[src/rtl/ec_host_pkg.sv]
package ec_host_pkg;
  localparam int unsigned DW = 8;
  localparam int unsigned AW = 2 * DW;

  localparam int unsigned ST_OBF = 0;
  localparam int unsigned ST_IBF = 1;
  localparam int unsigned ST_CMD = 3;

  typedef struct packed {
    logic wr_data;
    logic wr_cmd;
    logic rd_data;
    logic rd_stat;
  } host_op_t;
endpackage

[src/rtl/ec_cfg_regs.sv]
module ec_cfg_regs #(
  parameter int unsigned DW      = 8,
  parameter int unsigned CFG_AW  = 8,
  parameter logic [7:0]  ACT_OFS = 8'h30,
  parameter logic [7:0]  HI_OFS  = 8'h60,
  parameter logic [7:0]  LO_OFS  = 8'h61,
  localparam int unsigned AW     = 2 * DW
) (
  input  logic              clk_i,
  input  logic              rst_ni,
  input  logic              we_i,
  input  logic [CFG_AW-1:0] addr_i,
  input  logic [DW-1:0]     wdata_i,
  output logic [DW-1:0]     rdata_o,
  output logic              active_o,
  output logic [AW-1:0]     base_o
);
  logic          act_q;
  logic [DW-1:0] hi_q, lo_q;

  always_ff @(posedge clk_i or negedge rst_ni) begin
    if (!rst_ni) begin
      act_q <= 1'b0;
      hi_q  <= '0;
      lo_q  <= '0;
    end else if (we_i) begin
      if (addr_i == CFG_AW'(ACT_OFS)) act_q <= wdata_i[0];
      if (addr_i == CFG_AW'(HI_OFS))  hi_q  <= wdata_i;
      if (addr_i == CFG_AW'(LO_OFS))  lo_q  <= wdata_i;
    end
  end

  always_comb begin
    rdata_o = '0;
    if (addr_i == CFG_AW'(ACT_OFS))     rdata_o = DW'(act_q);
    else if (addr_i == CFG_AW'(HI_OFS)) rdata_o = hi_q;
    else if (addr_i == CFG_AW'(LO_OFS)) rdata_o = lo_q;
  end

  assign active_o = act_q;
  assign base_o   = {hi_q, lo_q};
endmodule

[src/rtl/ec_host_decode.sv]
module ec_host_decode
  import ec_host_pkg::*;
#(
  parameter int unsigned AW      = 16,
  parameter int unsigned CMD_OFS = 4
) (
  input  logic          valid_i,
  input  logic          write_i,
  input  logic [AW-1:0] addr_i,
  input  logic          active_i,
  input  logic [AW-1:0] base_i,
  output host_op_t      op_o,
  output logic          hit_o
);
  logic [AW-1:0] cmd_addr;
  logic          sel_data, sel_cmd;

  assign cmd_addr = base_i + AW'(CMD_OFS);  // wraps modulo 2^AW
  assign sel_data = valid_i && active_i && (addr_i == base_i);
  assign sel_cmd  = valid_i && active_i && (addr_i == cmd_addr);

  always_comb begin
    op_o.wr_data = sel_data &&  write_i;
    op_o.wr_cmd  = sel_cmd  &&  write_i;
    op_o.rd_data = sel_data && !write_i;
    op_o.rd_stat = sel_cmd  && !write_i;
  end

  assign hit_o = sel_data || sel_cmd;
endmodule

[src/rtl/ec_mailbox.sv]
module ec_mailbox
  import ec_host_pkg::*;
#(
  parameter int unsigned DW = 8
) (
  input  logic          clk_i,
  input  logic          rst_ni,
  input  host_op_t      op_i,
  input  logic [DW-1:0] host_wdata_i,
  output logic [DW-1:0] host_rdata_o,
  input  logic          ib_rd_i,
  output logic [DW-1:0] ib_data_o,
  output logic          cmd_o,
  output logic          ibf_o,
  input  logic          ob_we_i,
  input  logic [DW-1:0] ob_wdata_i,
  output logic          obf_o,
  input  logic          sci_set_i,
  input  logic          sci_clr_i,
  output logic          sci_o
);
  logic [DW-1:0] ib_q, ob_q, status;
  logic          ibf_q, obf_q, cmd_q, sci_q;
  logic          host_wr;

  assign host_wr = op_i.wr_data || op_i.wr_cmd;

  always_ff @(posedge clk_i or negedge rst_ni) begin
    if (!rst_ni) begin
      ib_q  <= '0;
      ob_q  <= '0;
      ibf_q <= 1'b0;
      obf_q <= 1'b0;
      cmd_q <= 1'b0;
      sci_q <= 1'b0;
    end else begin
      // input side: host set beats firmware drain
      if (host_wr) begin
        ib_q  <= host_wdata_i;
        ibf_q <= 1'b1;
        cmd_q <= op_i.wr_cmd;
      end else if (ib_rd_i) begin
        ibf_q <= 1'b0;
      end
      // output side: firmware fill beats host drain
      if (ob_we_i) begin
        ob_q  <= ob_wdata_i;
        obf_q <= 1'b1;
      end else if (op_i.rd_data) begin
        obf_q <= 1'b0;
      end
      if (sci_set_i)      sci_q <= 1'b1;
      else if (sci_clr_i) sci_q <= 1'b0;
    end
  end

  always_comb begin
    status         = '0;
    status[ST_OBF] = obf_q;
    status[ST_IBF] = ibf_q;
    status[ST_CMD] = cmd_q;
  end

  always_comb begin
    host_rdata_o = '0;
    if (op_i.rd_data)      host_rdata_o = ob_q;
    else if (op_i.rd_stat) host_rdata_o = status;
  end

  assign ib_data_o = ib_q;
  assign cmd_o     = cmd_q;
  assign ibf_o     = ibf_q;
  assign obf_o     = obf_q;
  assign sci_o     = sci_q;
endmodule

[src/rtl/acpi_ec_host_if.sv]
module acpi_ec_host_if
  import ec_host_pkg::*;
#(
  parameter int unsigned CMD_OFS = 4
) (
  input  logic          clk_i,
  input  logic          rst_ni,
  input  logic          cfg_we_i,
  input  logic [7:0]    cfg_addr_i,
  input  logic [DW-1:0] cfg_wdata_i,
  output logic [DW-1:0] cfg_rdata_o,
  input  logic          host_valid_i,
  input  logic          host_write_i,
  input  logic [AW-1:0] host_addr_i,
  input  logic [DW-1:0] host_wdata_i,
  output logic          host_hit_o,
  output logic [DW-1:0] host_rdata_o,
  input  logic          fw_ib_rd_i,
  output logic [DW-1:0] fw_ib_data_o,
  output logic          fw_cmd_o,
  output logic          fw_ibf_o,
  input  logic          fw_ob_we_i,
  input  logic [DW-1:0] fw_ob_wdata_i,
  output logic          fw_obf_o,
  input  logic          fw_sci_set_i,
  input  logic          fw_sci_clr_i,
  output logic          sci_o
);
  logic          active;
  logic [AW-1:0] base;
  host_op_t      op;

  ec_cfg_regs #(.DW(DW), .CFG_AW(8)) u_cfg (
    .clk_i    (clk_i),
    .rst_ni   (rst_ni),
    .we_i     (cfg_we_i),
    .addr_i   (cfg_addr_i),
    .wdata_i  (cfg_wdata_i),
    .rdata_o  (cfg_rdata_o),
    .active_o (active),
    .base_o   (base)
  );

  ec_host_decode #(.AW(AW), .CMD_OFS(CMD_OFS)) u_dec (
    .valid_i  (host_valid_i),
    .write_i  (host_write_i),
    .addr_i   (host_addr_i),
    .active_i (active),
    .base_i   (base),
    .op_o     (op),
    .hit_o    (host_hit_o)
  );

  ec_mailbox #(.DW(DW)) u_mbx (
    .clk_i        (clk_i),
    .rst_ni       (rst_ni),
    .op_i         (op),
    .host_wdata_i (host_wdata_i),
    .host_rdata_o (host_rdata_o),
    .ib_rd_i      (fw_ib_rd_i),
    .ib_data_o    (fw_ib_data_o),
    .cmd_o        (fw_cmd_o),
    .ibf_o        (fw_ibf_o),
    .ob_we_i      (fw_ob_we_i),
    .ob_wdata_i   (fw_ob_wdata_i),
    .obf_o        (fw_obf_o),
    .sci_set_i    (fw_sci_set_i),
    .sci_clr_i    (fw_sci_clr_i),
    .sci_o        (sci_o)
  );
endmodule

[config.mk]
export PLATFORM = sky130hd
export DESIGN_NAME = acpi_ec_host_if
export DESIGN_NICKNAME = d
export VERILOG_FILES = /design/src/rtl/ec_host_pkg.sv /design/src/rtl/ec_cfg_regs.sv /design/src/rtl/ec_host_decode.sv /design/src/rtl/ec_mailbox.sv /design/src/rtl/acpi_ec_host_if.sv
export SDC_FILE = /design/constraint.sdc
export NUM_CORES = 1
export LEC_CHECK = 0
export ABC_AREA = 1
export ABC_CLOCK_PERIOD_IN_PS = 2100
export BUFFER_PORTS_ARGS = -buffer_cell sky130_fd_sc_hd__buf_4
export CELL_PAD_IN_SITES_DETAIL_PLACEMENT = 0
export CELL_PAD_IN_SITES_GLOBAL_PLACEMENT = 1
export CORE_ASPECT_RATIO = 1.4
export CORE_MARGIN = 2
export CORE_UTILIZATION = 35
export CTS_CLUSTER_DIAMETER = 30
export CTS_CLUSTER_SIZE = 14
export DETAILED_ROUTE_END_ITERATION = 10
export GPL_ROUTABILITY_DRIVEN = 0
export GPL_TIMING_DRIVEN = 0
export PLACE_DENSITY = 0.78
export SLEW_MARGIN = 30
export SYNTH_ARGS = -nofsm -noshare
export SYNTH_HDL_FRONTEND = slang
export SYNTH_SLANG_ARGS = --single-unit
[constraint.sdc]
create_clock -name clk_i -period 2.1 [get_ports clk_i]
set_clock_uncertainty 0.15 [all_clocks]
set_input_delay 0.21 -clock clk_i [delete_from_list [all_inputs] [get_ports clk_i]]
set_output_delay 0.21 -clock clk_i [all_outputs]
set_load 0.01 [all_outputs]
* Word-level counts from Yosys, hierarchy flattened
Cells that the tools add are included.
** Storage, ports and cells
- Flip-flop bits (word level) :: 37
- Word-level logic and storage cells :: 42
** Operators by class
- Add/subtract/negate cells :: 1
- Equal/unequal tests :: 5
- Muxes and demuxes :: 11
- Reductions and logical operators :: 16
** Operators with widths (count)
- == test 16 bit :: 2
- 2-to-1 mux 8 bit :: 4
- adder 16 x 3 -> 16 bit, second input constant :: 1
- == test 8 x 7 -> 1 bit, second input constant :: 2
- == test 8 x 6 -> 1 bit, second input constant :: 1
- logical AND 1 bit :: 7
- 2-to-1 mux 1 bit :: 6
- AND reduction 2 bit :: 3
- nonzero test 2 bit :: 3
- 2-to-1 mux 4 bit :: 1
- logical OR 1 bit :: 2
- zero test 1 bit :: 1

* Logic depth before layout (Yosys ltp)
- Depth after elaboration :: 6
- Mapped depth :: 14

* Hierarchy
Synthesis repeated with hierarchy kept, for this count alone.
** Second synthesis, totals
- Cells, all modules :: 374
- Area, all modules :: 2483.6 um^2
** By module, submodules not included
- ec_cfg_regs :: times used 1, cells each 124, area an instance 937.1 um^2
- ec_mailbox :: times used 1, cells each 103, area an instance 860.8 um^2
- ec_host_decode :: times used 1, cells each 147, area an instance 685.7 um^2

* Least setup slack after synthesis
No wires, ideal clock.
- Path type :: register to output
- Start :: register u_cfg.lo_q[2]
- End :: output port host_rdata_o[0]
- Arrival :: 1.682 ns
- Setup slack :: 0.058 ns
- Cell stages (with the launch flop) :: 10
- Path buffers :: 0
- Cell sequence :: dfrtp_1 > ha_1 > nand2_2 > nor2_4 > nand3_1 > nand2_1 > nand3_1 > nor3_2 > nand3_1 > o22ai_1
** Between the ends
- Word-level cells in the longest chain between the ends :: 6
- Elaborated cells on any way between the ends :: 9
** Ends and longest elaborated chain
- start: declaration :: RTL line ec_cfg_regs.sv:19 : logic [DW-1:0] hi_q, lo_q;
- start signal: assignment :: RTL line ec_cfg_regs.sv:29 : if (addr_i == CFG_AW'(LO_OFS)) lo_q <= wdata_i;
- adder 16 x 3 -> 16 bit :: RTL line ec_host_decode.sv:18 : assign cmd_addr = base_i + AW'(CMD_OFS);
- == test 16 bit :: RTL line ec_host_decode.sv:20 : assign sel_cmd = valid_i && active_i && (addr_i == cmd_addr);
- logical AND 1 bit :: RTL line ec_host_decode.sv:20
- logical AND 1 bit :: RTL line ec_host_decode.sv:26 : op_o.rd_stat = sel_cmd && !write_i;
- 2-to-1 mux 4 bit :: RTL line ec_mailbox.sv:67 : else if (op_i.rd_stat) host_rdata_o = status;
- 2-to-1 mux 8 bit * :: RTL line ec_mailbox.sv:66 : if (op_i.rd_data) host_rdata_o = ob_q;
- end: declaration :: RTL line acpi_ec_host_if.sv:17 : output logic [DW-1:0] host_rdata_o,
Every way passes the cells marked *; elsewhere a longest branch is shown, timed or not.

* Worst setup path after layout
- Start :: register u_cfg.lo_q[3]
- End :: output port host_rdata_o[3]
Same word-level chain as after synthesis.

==> flow_summary.toml <==
[timing]
period_share = 1.16
hold_slack_ns = 0.00365
slew_headroom = 0.661
layout_setup_ws_ns = -0.346
hold_viol = 0
rsz0062_at_grt = "yes"
min_period_ns = 2.45
worstMarginPinSlew_ns = 0.504
setup_violations = 9
fmax_ghz = 0.409
maxSlewViolCount = 0

[logic_synthesis]
synthTopCellsByCount = "nand2_1, inv_1, nand3_1"
synth_edf_count = 0
post-synth-top-count-cell = "nand2_1"
synth_area_leaders = "dfrtp_1, nand2_1, nand3_1"
synth_cell_type_count = 33
yosysTopAreaCellShare = 0.370
synthCells = 369
seq_area_frac_synth = 0.370
yosysTopAreaCell = "dfrtp_1"
synth_ff_type = "dfrtp_1"
synthArstFlopShare = 1.00
synth-seq-cells = 37
synth.net_count = 427
ys_warn_count = 0
syn_area_sq_um = 2500
syn_avg_cell_area_sq_um = 6.78

[floorplan]
io-pin-count = 86
start_util = 0.361
die_h_um = 104
dieArea_sq_um = 7850
num_rows = 36
die_x_um = 75.4
fp.coreArea_sq_um = 6940

[worst_setup_path]
worst-setup-path-type = "reg -> out"
cp.arrival_ns = 2.09
worstPathRequired_ns = 1.74
crit_path_start_kind = "register"
critPathMaxFanout = 5
cp-end-kind = "output port"

[routing]
vias_per_cell = 4.79
drtPass1Iterations = 5
drc = 0
ant_nets = 0
wl_per_cell_um = 13.0
drt_iter0_markers = 61
routed_wl_mm = 7.67
vias = 2816

[hold_path]
worstHoldPathType = "in -> reg"

[clocking]
worstSkewPairLatency_ns = 0.29
path_clk_slew_ns = 0.08
clockBufferDepth = 2
root_buffer = "clkbuf_8"
tritoncts = "done"
cts_buffers = 5
cts_max_level = 2
cts.sinks = 37

[outcome]
outcome = "complete, but fails checks"
violations = "setup timing"

[power_and_ir_drop]
ir_drop_mv = 0.285
p_per_area_nw_per_um2 = 471
power_mw = 1.84
leakage_nw = 2.01

[global_routing]
antenna_found_initial = 0
grt_max_degree = 38
grt_usage = 0.211
grt_pass1_wl_mm = 13.0
grt_remaining_overflow = 0
grt_pass1_vias = 2878

[place]
post-place-ws_ns = -0.390
hpwlAfterDp_mm = 5.96
io_buffers = 85
place_inst = 549

[cells_and_area]
nets = 551
syn_to_final_growth_pct = 56.3
drive_above_1_share = 0.367
n_antenna_cell = 0
fin_cells = 588
final.fill_count = 712

[job]
maxCapViolCount = 0
==> state kept, by name (all words and copies together) (netlist names) <==
signal,cells
u_cfg.active_o,1
u_cfg.hi_q,8
u_cfg.lo_q,8
u_mbx.cmd_o,1
u_mbx.ib_data_o,8
u_mbx.ibf_o,1
u_mbx.ob_q,8
u_mbx.obf_o,1
u_mbx.sci_o,1
==> critical path, cell delays in order, from the launching register on <==
cell     delay [ns]
dfrtp_1        0.42
ha_4           0.20
nand3_1        0.11
o21ai_1        0.22
nand4_1        0.18
nor3_4         0.27
nand3_4        0.12
o21ai_2        0.15
buf_4          0.13
==> cells by family (layout without fill, tap and decap cells) <==
logic type	Yosys count	in the layout	share of synthesized area
xor gates and xnor gates	10	10	0.0350
DFF	37	37	0.370
muxes	5	5	0.0225
AOI/OAI and AO/OA	33	33	0.0710
adders and majority gates	1	1	0.00500
buffers and inverters	56	180	0.0905
and+or+nand+nor	227	227	0.406
==> through the flow <==
stage	cell area (sq um)	setup TNS (ns)	utilization
3_5_place_dp	3260	-5.22	0.470
2_1_floorplan	2500	0	-
6_report	3910	-2.25	0.563
4_1_cts	3740	-2.09	0.540
3_3_place_gp	3260	-5.49	0.470
5_1_grt	3910	-4.06	0.563
==> worst paths after layout <==
check	startpoint	end	slack, ns	cells after the start
setup / recovery	u_cfg.lo_q[3]$_DFFE_PN0P_	host_rdata_o[3]	-0.35	8
hold / removal	cfg_wdata_i[0]	u_cfg.lo_q[0]$_DFFE_PN0P_	0.004	3
setup reg to reg	u_cfg.lo_q[3]$_DFFE_PN0P_	u_mbx.ib_data_o[0]$_DFFE_PN0P_	0.04	13
hold reg to reg	u_mbx.ob_q[3]$_DFFE_PN0P_	u_mbx.ob_q[3]$_DFFE_PN0P_	0.34	2
max in group asynchronous	rst_ni	u_cfg.hi_q[1]$_DFFE_PN0P_	1.16	2
min in group asynchronous	rst_ni	u_cfg.hi_q[5]$_DFFE_PN0P_	0.27	2
==> area by class of cell <==
| class | count | area [sq um] | area share |
|---|---|---|---|
| Multi-Input combinational cell | 276 | 1580 | 0.405 |
| Timing Repair Buffer | 117 | 963 | 0.246 |
| Sequential cell | 37 | 933 | 0.239 |
| Inverter | 49 | 184 | 0.0471 |
| Tap cell | 95 | 119 | 0.0304 |
| Clock buffer | 6 | 72.6 | 0.0186 |
| Buffer | 7 | 46.3 | 0.0118 |
| Clock inverter | 1 | 8.76 | 0.00224 |
==> cell usage in the layout (no fill, tap or decap), drive strengths merged <==
| master | n |
|---|---|
| inv | 49 |
| nor3 | 6 |
| buf | 102 |
| mux2 | 5 |
| ha | 1 |
| o21bai | 1 |
| a21oi | 3 |
| nor2 | 35 |
| xnor2 | 7 |
| nor4 | 1 |
| dfrtp | 37 |
| nand2 | 130 |
| clkinv | 1 |
| dlygate4sd3 | 18 |
| a31oi | 1 |
| clkbuf | 10 |
| xor2 | 3 |
| o22ai | 3 |
| nand3 | 43 |
| o211ai | 2 |
| nand4 | 11 |
| nand3b | 1 |
| o21ai | 23 |
==> repair_timing <==
action	CTS	global route
hold buffers	18	0
gates resized for setup	38	31
setup buffers	9	5
pin swaps	8	15
hold endpoints to repair	53	0
endpoints found under the setup margin	19	27
==> where the power goes <==
part	switching, mW	internal (mW)
registers	0.0311	0.750
logic	0.300	0.265
clock network	0.265	0.230
total	0.596	1.25
==> routing by layer <==
layer	up-vias	global-route usage	share of wire
met5	-	0	0
met3	11	0.0320	0.034
met1	1302	0.256	0.41
li1	1433	-	-
met2	70	0.373	0.54
met4	0	0.0551	0.017
Note: power is estimated with default switching activity, not from simulation.
